[config.mk]
export PLATFORM = sky130hd
export DESIGN_NAME = cbl_unit
export DESIGN_NICKNAME = d
export VERILOG_FILES = /design/src/rtl/cbl_pkg.sv /design/src/rtl/cbl_cond_eval.sv /design/src/rtl/cbl_classify.sv /design/src/rtl/cbl_target.sv /design/src/rtl/cbl_unit.sv
export SDC_FILE = /design/constraint.sdc
export NUM_CORES = 1
export LEC_CHECK = 0
export BUFFER_PORTS_ARGS = -buffer_cell sky130_fd_sc_hd__clkbuf_2
export CORE_MARGIN = 3
export CORE_UTILIZATION = 40
export CTS_BUF_LIST = sky130_fd_sc_hd__clkbuf_4
export DETAILED_ROUTE_END_ITERATION = 12
export SLEW_MARGIN = 20
export SYNTH_ARGS = -nofsm -noshare
export SYNTH_HDL_FRONTEND = slang
export SYNTH_HIERARCHICAL = 1
export SYNTH_SLANG_ARGS = --single-unit
[constraint.sdc]
create_clock -name clk -period 6 [get_ports clk]
set_input_delay 1.2 -clock clk [delete_from_list [all_inputs] [get_ports clk]]
set_output_delay 1.2 -clock clk [all_outputs]
set_load 0.05 [all_outputs]
[src/rtl/cbl_pkg.sv]
package cbl_pkg;
  localparam int ADDR_W  = 32;
  localparam int HW_W    = 16;
  localparam int OPC_W   = 5;
  localparam int OFF_S_W = 8;
  localparam int OFF_L_W = 11;

  localparam logic [OPC_W-1:0] OPC_BCC_LO = 5'd26;
  localparam logic [OPC_W-1:0] OPC_BCC_HI = 5'd27;
  localparam logic [OPC_W-1:0] OPC_B      = 5'd28;
  localparam logic [OPC_W-1:0] OPC_HOLE   = 5'd29;
  localparam logic [OPC_W-1:0] OPC_BL_HI  = 5'd30;
  localparam logic [OPC_W-1:0] OPC_BL_LO  = 5'd31;

  localparam logic [3:0] CC_UNDEF = 4'd14;
  localparam logic [3:0] CC_SWI   = 4'd15;

  typedef logic [ADDR_W-1:0] addr_t;

  typedef struct packed {
    logic bcc;
    logic b;
    logic bl_hi;
    logic bl_lo;
    logic fused;
    logic swi;
    logic undef;
  } cls_t;

  function automatic addr_t short_off(input logic [OFF_S_W-1:0] o);
    return {{(ADDR_W-OFF_S_W-1){o[OFF_S_W-1]}}, o, 1'b0};
  endfunction

  function automatic addr_t long_off(input logic [OFF_L_W-1:0] o);
    return {{(ADDR_W-OFF_L_W-1){o[OFF_L_W-1]}}, o, 1'b0};
  endfunction

  function automatic addr_t link_hi_off(input logic [OFF_L_W-1:0] o);
    return {{(ADDR_W-OFF_L_W-12){o[OFF_L_W-1]}}, o, 12'b0};
  endfunction

  function automatic addr_t link_lo_off(input logic [OFF_L_W-1:0] o);
    return {{(ADDR_W-OFF_L_W-1){1'b0}}, o, 1'b0};
  endfunction
endpackage

[src/rtl/cbl_cond_eval.sv]
module cbl_cond_eval (
  input  logic [3:0] cc,
  input  logic       n,
  input  logic       z,
  input  logic       c,
  input  logic       v,
  output logic       holds
);
  logic base;
  logic nv_eq;
  assign nv_eq = (n == v);

  always_comb begin
    unique case (cc[3:1])
      3'd0: base = z;
      3'd1: base = c;
      3'd2: base = n;
      3'd3: base = v;
      3'd4: base = c & ~z;
      3'd5: base = nv_eq;
      3'd6: base = ~z & nv_eq;
      default: base = 1'b1;
    endcase
    holds = (cc[3:1] == 3'd7) ? 1'b0 : (base ^ cc[0]);
  end

  always_comb begin
    if (cc == 4'd12) a_r3_gt_needs_not_z: assert (!(holds && z));
    if (cc == 4'd13) a_r3_le_on_z: assert (!z || holds);
  end
endmodule

[src/rtl/cbl_classify.sv]
module cbl_classify
  import cbl_pkg::*;
(
  input  logic [HW_W-1:0] instr,
  input  logic [HW_W-1:0] next_instr,
  output cls_t            cls
);
  logic [OPC_W-1:0] opc;
  logic [OPC_W-1:0] nopc;
  logic [3:0]       cc;
  logic             is_cond_grp;

  assign opc  = instr[HW_W-1 -: OPC_W];
  assign nopc = next_instr[HW_W-1 -: OPC_W];
  assign cc   = instr[11:8];
  assign is_cond_grp = (opc == OPC_BCC_LO) || (opc == OPC_BCC_HI);

  always_comb begin
    cls       = '0;
    cls.bcc   = is_cond_grp && (cc != CC_SWI) && (cc != CC_UNDEF);
    cls.swi   = is_cond_grp && (cc == CC_SWI);
    cls.undef = (is_cond_grp && (cc == CC_UNDEF)) || (opc == OPC_HOLE);
    cls.b     = (opc == OPC_B);
    cls.bl_hi = (opc == OPC_BL_HI);
    cls.bl_lo = (opc == OPC_BL_LO);
    cls.fused = cls.bl_hi && (nopc == OPC_BL_LO);
  end

  always_comb begin
    a_r2_classes_exclusive: assert ($countones({cls.bcc, cls.swi, cls.undef, cls.b, cls.bl_hi, cls.bl_lo}) <= 1);
  end
endmodule

[src/rtl/cbl_target.sv]
module cbl_target
  import cbl_pkg::*;
(
  input  logic [HW_W-1:0] instr,
  input  logic [HW_W-1:0] next_instr,
  input  addr_t           pc,
  input  addr_t           link_cur,
  output addr_t           tgt_short,
  output addr_t           tgt_long,
  output addr_t           link_hi,
  output addr_t           tgt_pair,
  output addr_t           link_pair,
  output addr_t           tgt_lone,
  output addr_t           link_lone
);
  addr_t pc_plus2;
  addr_t pc_plus4;

  assign pc_plus2  = pc + addr_t'(2);
  assign pc_plus4  = pc + addr_t'(4);
  assign tgt_short = pc_plus4 + short_off(instr[OFF_S_W-1:0]);
  assign tgt_long  = pc_plus4 + long_off(instr[OFF_L_W-1:0]);
  assign link_hi   = pc_plus4 + link_hi_off(instr[OFF_L_W-1:0]);
  assign tgt_pair  = link_hi + link_lo_off(next_instr[OFF_L_W-1:0]);
  assign link_pair = pc_plus4 | addr_t'(1);
  assign tgt_lone  = link_cur + link_lo_off(instr[OFF_L_W-1:0]);
  assign link_lone = pc_plus2 | addr_t'(1);
endmodule

[src/rtl/cbl_unit.sv]
module cbl_unit
  import cbl_pkg::*;
(
  input  logic              clk,
  input  logic              rst_n,
  input  logic              issue,
  input  logic [HW_W-1:0]   instr,
  input  logic [HW_W-1:0]   next_instr,
  input  logic [ADDR_W-1:0] pc,
  input  logic              flag_n,
  input  logic              flag_z,
  input  logic              flag_c,
  input  logic              flag_v,
  output logic              redirect,
  output logic [ADDR_W-1:0] new_pc,
  output logic [ADDR_W-1:0] link,
  output logic              pair_fused,
  output logic              swi_hit,
  output logic              undef_hit
);
  cls_t  cls;
  logic  cond_ok;
  addr_t tgt_short, tgt_long, link_hi, tgt_pair, link_pair, tgt_lone, link_lone;
  addr_t link_q;

  // named internal events
  logic  take_bcc;
  logic  redirect_d;
  logic  link_we;
  addr_t target_d;
  addr_t link_d;

  cbl_classify u_cls (
    .instr      (instr),
    .next_instr (next_instr),
    .cls        (cls)
  );

  cbl_cond_eval u_cond (
    .cc    (instr[11:8]),
    .n     (flag_n),
    .z     (flag_z),
    .c     (flag_c),
    .v     (flag_v),
    .holds (cond_ok)
  );

  cbl_target u_tgt (
    .instr      (instr),
    .next_instr (next_instr),
    .pc         (pc),
    .link_cur   (link_q),
    .tgt_short  (tgt_short),
    .tgt_long   (tgt_long),
    .link_hi    (link_hi),
    .tgt_pair   (tgt_pair),
    .link_pair  (link_pair),
    .tgt_lone   (tgt_lone),
    .link_lone  (link_lone)
  );

  assign take_bcc   = cls.bcc & cond_ok;
  assign redirect_d = take_bcc | cls.b | cls.fused | cls.bl_lo;
  assign link_we    = cls.bl_hi | cls.bl_lo;

  always_comb begin
    target_d = tgt_short;
    if (cls.b)     target_d = tgt_long;
    if (cls.fused) target_d = tgt_pair;
    if (cls.bl_lo) target_d = tgt_lone;
    link_d = link_q;
    if (cls.bl_hi) link_d = cls.fused ? link_pair : link_hi;
    if (cls.bl_lo) link_d = link_lone;
  end

  always_ff @(posedge clk) begin
    if (!rst_n) begin
      redirect   <= 1'b0;
      new_pc     <= '0;
      link_q     <= '0;
      pair_fused <= 1'b0;
      swi_hit    <= 1'b0;
      undef_hit  <= 1'b0;
    end else begin
      redirect   <= issue & redirect_d;
      pair_fused <= issue & cls.fused;
      swi_hit    <= issue & cls.swi;
      undef_hit  <= issue & cls.undef;
      if (issue && redirect_d) new_pc <= target_d;
      if (issue && link_we)    link_q <= link_d;
    end
  end

  assign link = link_q;

  a_r10_pulse_needs_issue: assert property (@(posedge clk) disable iff (!rst_n)
    !issue |=> !redirect && !swi_hit && !undef_hit && !pair_fused);
  a_r10_link_stable_idle: assert property (@(posedge clk) disable iff (!rst_n)
    !issue |=> $stable(link));
  a_r6_undef_no_redirect: assert property (@(posedge clk) disable iff (!rst_n)
    undef_hit |-> !redirect);
  a_r2_swi_no_redirect: assert property (@(posedge clk) disable iff (!rst_n)
    swi_hit |-> !redirect && !undef_hit);
  a_r8_fused_tags_link: assert property (@(posedge clk) disable iff (!rst_n)
    pair_fused |-> redirect && link[0]);
  a_r4_untaken_keeps_link: assert property (@(posedge clk) disable iff (!rst_n)
    issue && cls.bcc && !cond_ok |=> !redirect && $stable(link));
endmodule

# Word level (Yosys, flattened, before mapping)
# Index checks and enable logic that the tools add are counted.
[op_classes]
n_addsub = 7
eq_ne = 19
n_mux = 8
n_bitwise = 13
reduce_logical = 12
[ops]
columns = ["operator", "count"]
rows = [
  ["$mux W32", 6],
  ["$add A32 B32 Y32", 3],
  ["$add A32 B12 Y32", 2],
  ["$eq A5 B5 Y1 const B", 7],
  ["$add A32 B2 Y32 const B", 1],
  ["$add A32 B3 Y32 const B", 1],
  ["$eq A3 B3 Y1 const B", 4],
  ["$eq A4 B4 Y1 const B", 2],
  ["$ne A4 B4 Y1 const B", 2],
  ["$and A1 B1 Y1", 7],
  ["$logic_and A1 B1 Y1", 7],
  ["$pmux W1 S7", 1],
  ["$eq A3 B2 Y1 const B", 2],
  ["$or A1 B1 Y1", 4],
  ["$eq A3 B1 Y1 const B", 1],
  ["$logic_not A3 Y1", 1],
  ["$logic_or A1 B1 Y1", 2],
  ["$reduce_and A2 Y1", 1],
  ["$reduce_bool A2 Y1", 1],
  ["$eq A1 B1 Y1", 1],
  ["$mux W1", 1],
  ["$not A1 Y1", 1],
  ["$xor A1 B1 Y1", 1],
]
[totals]
regBits = 68
input_bits = 71
output_inout_bits = 68
wordCells = 65

# Longest topological paths before layout
[logic_depth]
word_depth = 10
mapped_depth = 23
ltp_nobuf = 20

# Hierarchy
# Netlist, hierarchy kept.
[by_module_without_submodules]
columns = ["mod", "n_inst", "cells_per_inst", "area_per_inst_um2", "seq_area_each_um2"]
rows = [
  ["cbl_target", 1, 866, 6110.9, 0.0],
  ["cbl_unit", 1, 409, 3679.8, 1361.3],
  ["cbl_cond_eval", 1, 12, 106.4, 0.0],
  ["cbl_classify", 1, 16, 87.6, 0.0],
]

# Least setup slack after synthesis
# No wires, ideal clock.
[synth_path]
path_kind = "input to register"
from = "input port pc[4]"
to = "register new_pc[31]"
setup_ps = 117
arrival_time_ps = 5172
t_required_ps = 5883
setup_slack_ps = 711
cell_stages = 23
n_path_buf = 3
path_cell_list = "buf_2 and3_1 and3_1 and4_2 and3_1 and3_1 and2_1 buf_4 nand2_1 xnor2_1 ha_1 clkbuf_1 inv_1 o21bai_1 a21oi_1 mux2i_1 nand2_1 nor4_1 nand4_1 nor4_2 xor2_1 a2bb2oi_1 a32o_1"
[synth_via]
elab_chain_cells = 5
word_cells_on_any_way = 8
classes_between = "5 x add/sub; 3 x mux"
[synth_lines]
columns = ["item", "line", "source"]
rows = [
  ["start, declared", "cbl_unit.sv:9", "input logic [ADDR_W-1:0] pc,"],
  ["$add A32 B3 Y32", "cbl_target.sv:20", "assign pc_plus4 = pc + addr_t'(4);"],
  ["named net link_pair[26]", "cbl_unit.sv:23", "addr_t tgt_short, tgt_long, link_hi, tgt_pair, link_pair, tgt_lone, link_lone;"],
  ["$add A32 B32 Y32", "cbl_target.sv:23", "assign link_hi = pc_plus4 + link_hi_off(instr[OFF_L_W-1:0]);"],
  ["$add A32 B12 Y32", "cbl_target.sv:24", "assign tgt_pair = link_hi + link_lo_off(next_instr[OFF_L_W-1:0]);"],
  ["named net tgt_pair[31]", "cbl_unit.sv:23", ""],
  ["$mux W32", "cbl_unit.sv:69", "if (cls.fused) target_d = tgt_pair;"],
  ["$mux W32", "cbl_unit.sv:70", "if (cls.bl_lo) target_d = tgt_lone;"],
  ["end signal, assigned", "cbl_unit.sv:89", "if (issue && redirect_d) new_pc <= target_d;"],
  ["end, declared", "cbl_unit.sv:15", "output logic [ADDR_W-1:0] new_pc,"],
]
# The timed path passes the listed nets, and every way through them passes these cells.
# A chain may end at the register's enable or synchronous reset.

# Final worst setup path
[layout_path]
from = "input port pc[3]"
to = "register new_pc[31]"
[layout_via]
elab_chain_cells = 5
word_cells_on_any_way = 8
classes_between = "5 x add/sub; 3 x mux"
[layout_lines]
columns = ["item", "line"]
rows = [
  ["$add A32 B3 Y32", "cbl_target.sv:20"],
  ["named net link_pair[12]", "cbl_unit.sv:23"],
  ["$add A32 B32 Y32", "cbl_target.sv:23"],
  ["named net link_hi[26]", "cbl_unit.sv:23"],
  ["$add A32 B12 Y32", "cbl_target.sv:24"],
  ["named net tgt_pair[31]", "cbl_unit.sv:23"],
  ["$mux W32", "cbl_unit.sv:69"],
  ["$mux W32", "cbl_unit.sv:70"],
]
# The timed path passes the listed nets, and every way through them passes these cells.

==> results <==
- The commonest register cell after synthesis is sky130_fd_sc_hd__dfxtp_1.
- The run finished with clean final reports.
- The origin of the worst min-delay path is new_pc[10].
- The vertical extent of the die is 164.0 um.
- The post-detailed-placement cell area is 10,920 um2.
- Counting instances, the worst hold path has a depth of 1.
- The number of ports placed on the die boundary is 139.
- The total number of yosys warnings is 6.
- After clock tree synthesis, the clock-pin slew on the worst setup and hold paths is between 0.1 and 0.15 ns.
- In this run, CTS created clock tree buffers numbering 9.
- The number of standard-cell rows in the floorplan is 57.
- The count of different cell masters after synthesis is 81.
- The worst flop-to-flop path startpoint is link[1].
- The clock network fraction of design power is 0.179.
- The end point of the most critical hold path is new_pc[10].
- At the pin with the least slew margin, the transition time is ~0.94 ns.
- The H-tree depth is 3.
- Entering global routing, the biggest net connects 76 pins.
- The average instance area after synthesis is 7.663 um2.
- Buffers inserted to repair hold after CTS numbered 0.
- The layout has 2,560 filler cells.
- The internal portion of the total power is slightly above 0.9 mW.
- Summed over all instances, the cell type with the most area after synthesis is sky130_fd_sc_hd__dfxtp_1.
- The number of input and output port buffers inserted is approximately 140.
- The signal arrival time at the worst endpoint is 5.86 ns.
- The first global-routing pass estimated 50,450 um of wire.
- The setup check on the worst reg-to-reg path leaves a slack of 2.18 ns.
- The number of nets in the finished design is 1,571.
- The number of buffers on the longest clock path is 2.
- After layout, the minimum clock period comes to 5.473 ns.
- In the post-synthesis netlist, the biggest area contributors are sky130_fd_sc_hd__dfxtp_1 (14%), sky130_fd_sc_hd__ha_1 (11%), sky130_fd_sc_hd__xnor2_1 (9.6%).
- The via count of the first global-routing pass is roughly 8.9k.
- After detailed routing, the number of remaining DRC violations is 0.
- In the final layout, the share of cells above drive strength 1 is 0.1629.
- The floorplan step defined a core boundary enclosing 24,390 um2.
- The share of power burned in combinational logic is 0.542.
- The number of nets with antenna violations after detailed routing is 0.
- After routing the design area is 11,050 um2.
- The slowest stage of the critical path belongs to the cell sky130_fd_sc_hd__xor2_1.
- In the global route stage, overall resource usage came out at 0.2386.
- The kind of start point of the critical path is an input port.
- The TritonCTS clock tree is built.
- The max-slew violation count is 0.
- STA puts the critical path data required time at 6.39 ns.
- The area added between synthesis and finish is 10.63%.
- The worst pin sits at a relative slew slack of 0.3703.
- The number of instances in the synthesized netlist is between 1k and 1.5k.
- The library cell used as clock root buffer is sky130_fd_sc_hd__clkbuf_4.
- After synthesis, the share of flip-flops with an asynchronous set or reset is 0.
- The count of maximum capacitance violations is 0.
- The library cell used most frequently in the layout, excluding fill and tap cells, is sky130_fd_sc_hd__nand2_1.
- The leakage dissipation is between 4 and 5 nW.
- In this run the cell area of the synthesized design comes to 9985 um2.
- The initial standard-cell utilization of the core is 0.4094.
- The worst setup path is captured at a flop.
- The final period utilization is 0.9121.
- Leaving out fill and tap cells, the most frequent cells in the layout are sky130_fd_sc_hd__nand2_1 (146), sky130_fd_sc_hd__clkbuf_2 (138), sky130_fd_sc_hd__xnor2_1 (108).
- The area occupied by multi-input gates is just under 8000 um2.
- The detailed-route wire length is ~33,000 um.
- For this block, the initial DRC count from the detailed router was 968.
- After detailed routing, the average wire length per cell comes to about 19 um.
- The synthesis-stage register bit count is 68.
- The family of cells with the greatest summed delay on the critical path is simple AND/OR/NAND/NOR gates.
- The critical path goes through clkbuf_2, ha_1, and3_1, and3_2, and3_1, xor2_1, ha_1, inv_1, fa_1, nor2b_2, o31ai_1, a211o_1, nand2_1, a21oi_1, xnor2_1, nand4_1, nor4_2, xor2_1, a2bb2oi_1, a32o_1.
- The post-layout utilization of the core is 0.4529.
- The maximum fanout encountered on the critical timing path is 7.
- The share of the synthesized area in the top cell type is 0.1363.
- The die covers 26,890 um2.
- The flip-flop and latch area is 1361 um2.
- The total clock sinks is 68.
- The buffering stage count on the worst path with inverters included is 2.
- The path category of the worst min-delay check is reg -> reg.
- The number of vias per cell after detailed routing is around 5.7.
- Tracing the worst setup path back leads to its startpoint at pc[3].
- The worst setup path is of the in -> reg kind.
- The number of cells on the worst reg-to-reg path is 15.
- The via count is 9,887.
- On the final layout, the worst hold slack is 0.4815 ns.
- The later pin in the worst-skew pair is clocked with a latency of 0.50 ns.
- Routability-driven placement finished with a final weighted congestion of slightly above 0.9.
- The setup TNS after final layout is 0 ns.
- The initial antenna violation count is 1.
- Global routing finished with a remaining overflow of 0.
- The ratio of total power to cell area is 152.2 nW/um2.
- The overall power of the completed layout is 1.682 mW.
- Across the VDD grid, the largest voltage drop is 71.27 uV.
- The worst clock skew on the final layout is 0.02918 ns.
- The count of flip-flops with a built-in enable after synthesis is 0.
- The final HPWL from detailed placement is 25,940 um.
- The sequential power share is 0.280.
- The detailed-router iteration count before antenna repair is 5.
- The fraction of the yosys area taken by sequential cells is 0.1363.
- For this design the total switching power over the nets is 0.7613 mW.
- The switching part of the total is 0.4527.
- The final hold violation count is 0.
- Derived from the worst setup path, the maximum achievable clock frequency is 182.7 MHz.
- The largest single stage delay on the critical path is 0.49 ns.
- The width of the chip is roughly 160 um.
- Setup repair after global routing left no endpoint under its margin.
- The total setup violations reported at the end of the flow is 0.
- The worst register-to-register path ends at new_pc[19].
## area by class of cell
type,count,area share
diodes,1,0.0002266
clock buffers,9,0.006117
clock inverters,7,0.004531
inverters,66,0.02243
multi-input cells,1085,0.7177
flip-flops and latches,68,0.1232
well taps,324,0.03670
repair buffers,177,0.08903
## per-stage QoR
stage,worst slack (ns),cells
after global placement,-0.06215,1720
after detailed placement,-0.05445,1720
final,0.5271,1737
after floorplan,0.7110,1304
after CTS,0.4840,1736
after global routing,0.1451,1737
## repair_timing
item                       CTS  global route
setup buffers                0             0
setup endpoints to repair    0             1
resized for setup            0             1
## sequential cells by signal, summed over array words and instances, names as in the netlist
signal	cells
link	32
new_pc	32
pair_fused	1
redirect	1
swi_hit	1
undef_hit	1
## synth_stat cells (13+ instances only)
master and n:
sky130_fd_sc_hd__ha_1 89, sky130_fd_sc_hd__a21o_1 24, sky130_fd_sc_hd__a22o_1 32, sky130_fd_sc_hd__nand4_1 15
sky130_fd_sc_hd__nor3_1 13, sky130_fd_sc_hd__dfxtp_1 68, sky130_fd_sc_hd__mux2i_1 66, sky130_fd_sc_hd__nand2_1 146
sky130_fd_sc_hd__nand3_1 43, sky130_fd_sc_hd__a21oi_1 75, sky130_fd_sc_hd__buf_2 19, sky130_fd_sc_hd__inv_1 66
sky130_fd_sc_hd__nor2_1 83, sky130_fd_sc_hd__and3_1 28, sky130_fd_sc_hd__buf_4 29, sky130_fd_sc_hd__clkbuf_1 26
sky130_fd_sc_hd__o21ai_0 68, sky130_fd_sc_hd__xor2_1 67, sky130_fd_sc_hd__xnor2_1 109, sky130_fd_sc_hd__a32o_1 32
sky130_fd_sc_hd__a2bb2oi_1 32
## cell families after synthesis
logic type	share of synthesized area
and+or+nand+nor	0.1949
xor gates and xnor gates	0.1609
buffers and inverters	0.07343
other	0.0003756
DFF	0.1363
AOI/OAI and AO/OA	0.2457
muxes	0.06880
adders and majority gates	0.1195
## power groups by stage
stage	clock (mW)	combinational [mW]	sequential, mW
3_3_place_gp	0	0.892	0.480
6_report	0.301	0.911	0.470
2_1_floorplan	0	0.646	0.512
5_1_grt	0.327	0.998	0.472
3_5_place_dp	0	0.893	0.480
4_1_cts	0.308	0.898	0.470
## how the worst max path moves through the flow
stage | endpoint | slack [ns] | cells past startpoint
after CTS | new_pc[31] | 0.48 | 21
final | new_pc[31] | 0.53 | 20
after global placement | new_pc[31] | -0.06 | 21
after detailed placement | new_pc[31] | -0.05 | 21
after global routing | new_pc[31] | 0.15 | 21
after floorplan | new_pc[31] | 0.71 | 23
## routing by layer
| metal | up-vias | part of all wire | routed length, um | track usage |
|---|---|---|---|---|
| met4 | 0 | 0.013 | 432 | 0.04652 |
| li1 | 4876 | - | - | - |
| met5 | - | 0 | 0 | 0 |
| met2 | 339 | 0.42 | 13730 | 0.3513 |
| met1 | 4639 | 0.49 | 15970 | 0.3642 |
| met3 | 33 | 0.078 | 2556 | 0.03934 |
Note: power is estimated with default switching activity, not from simulation.
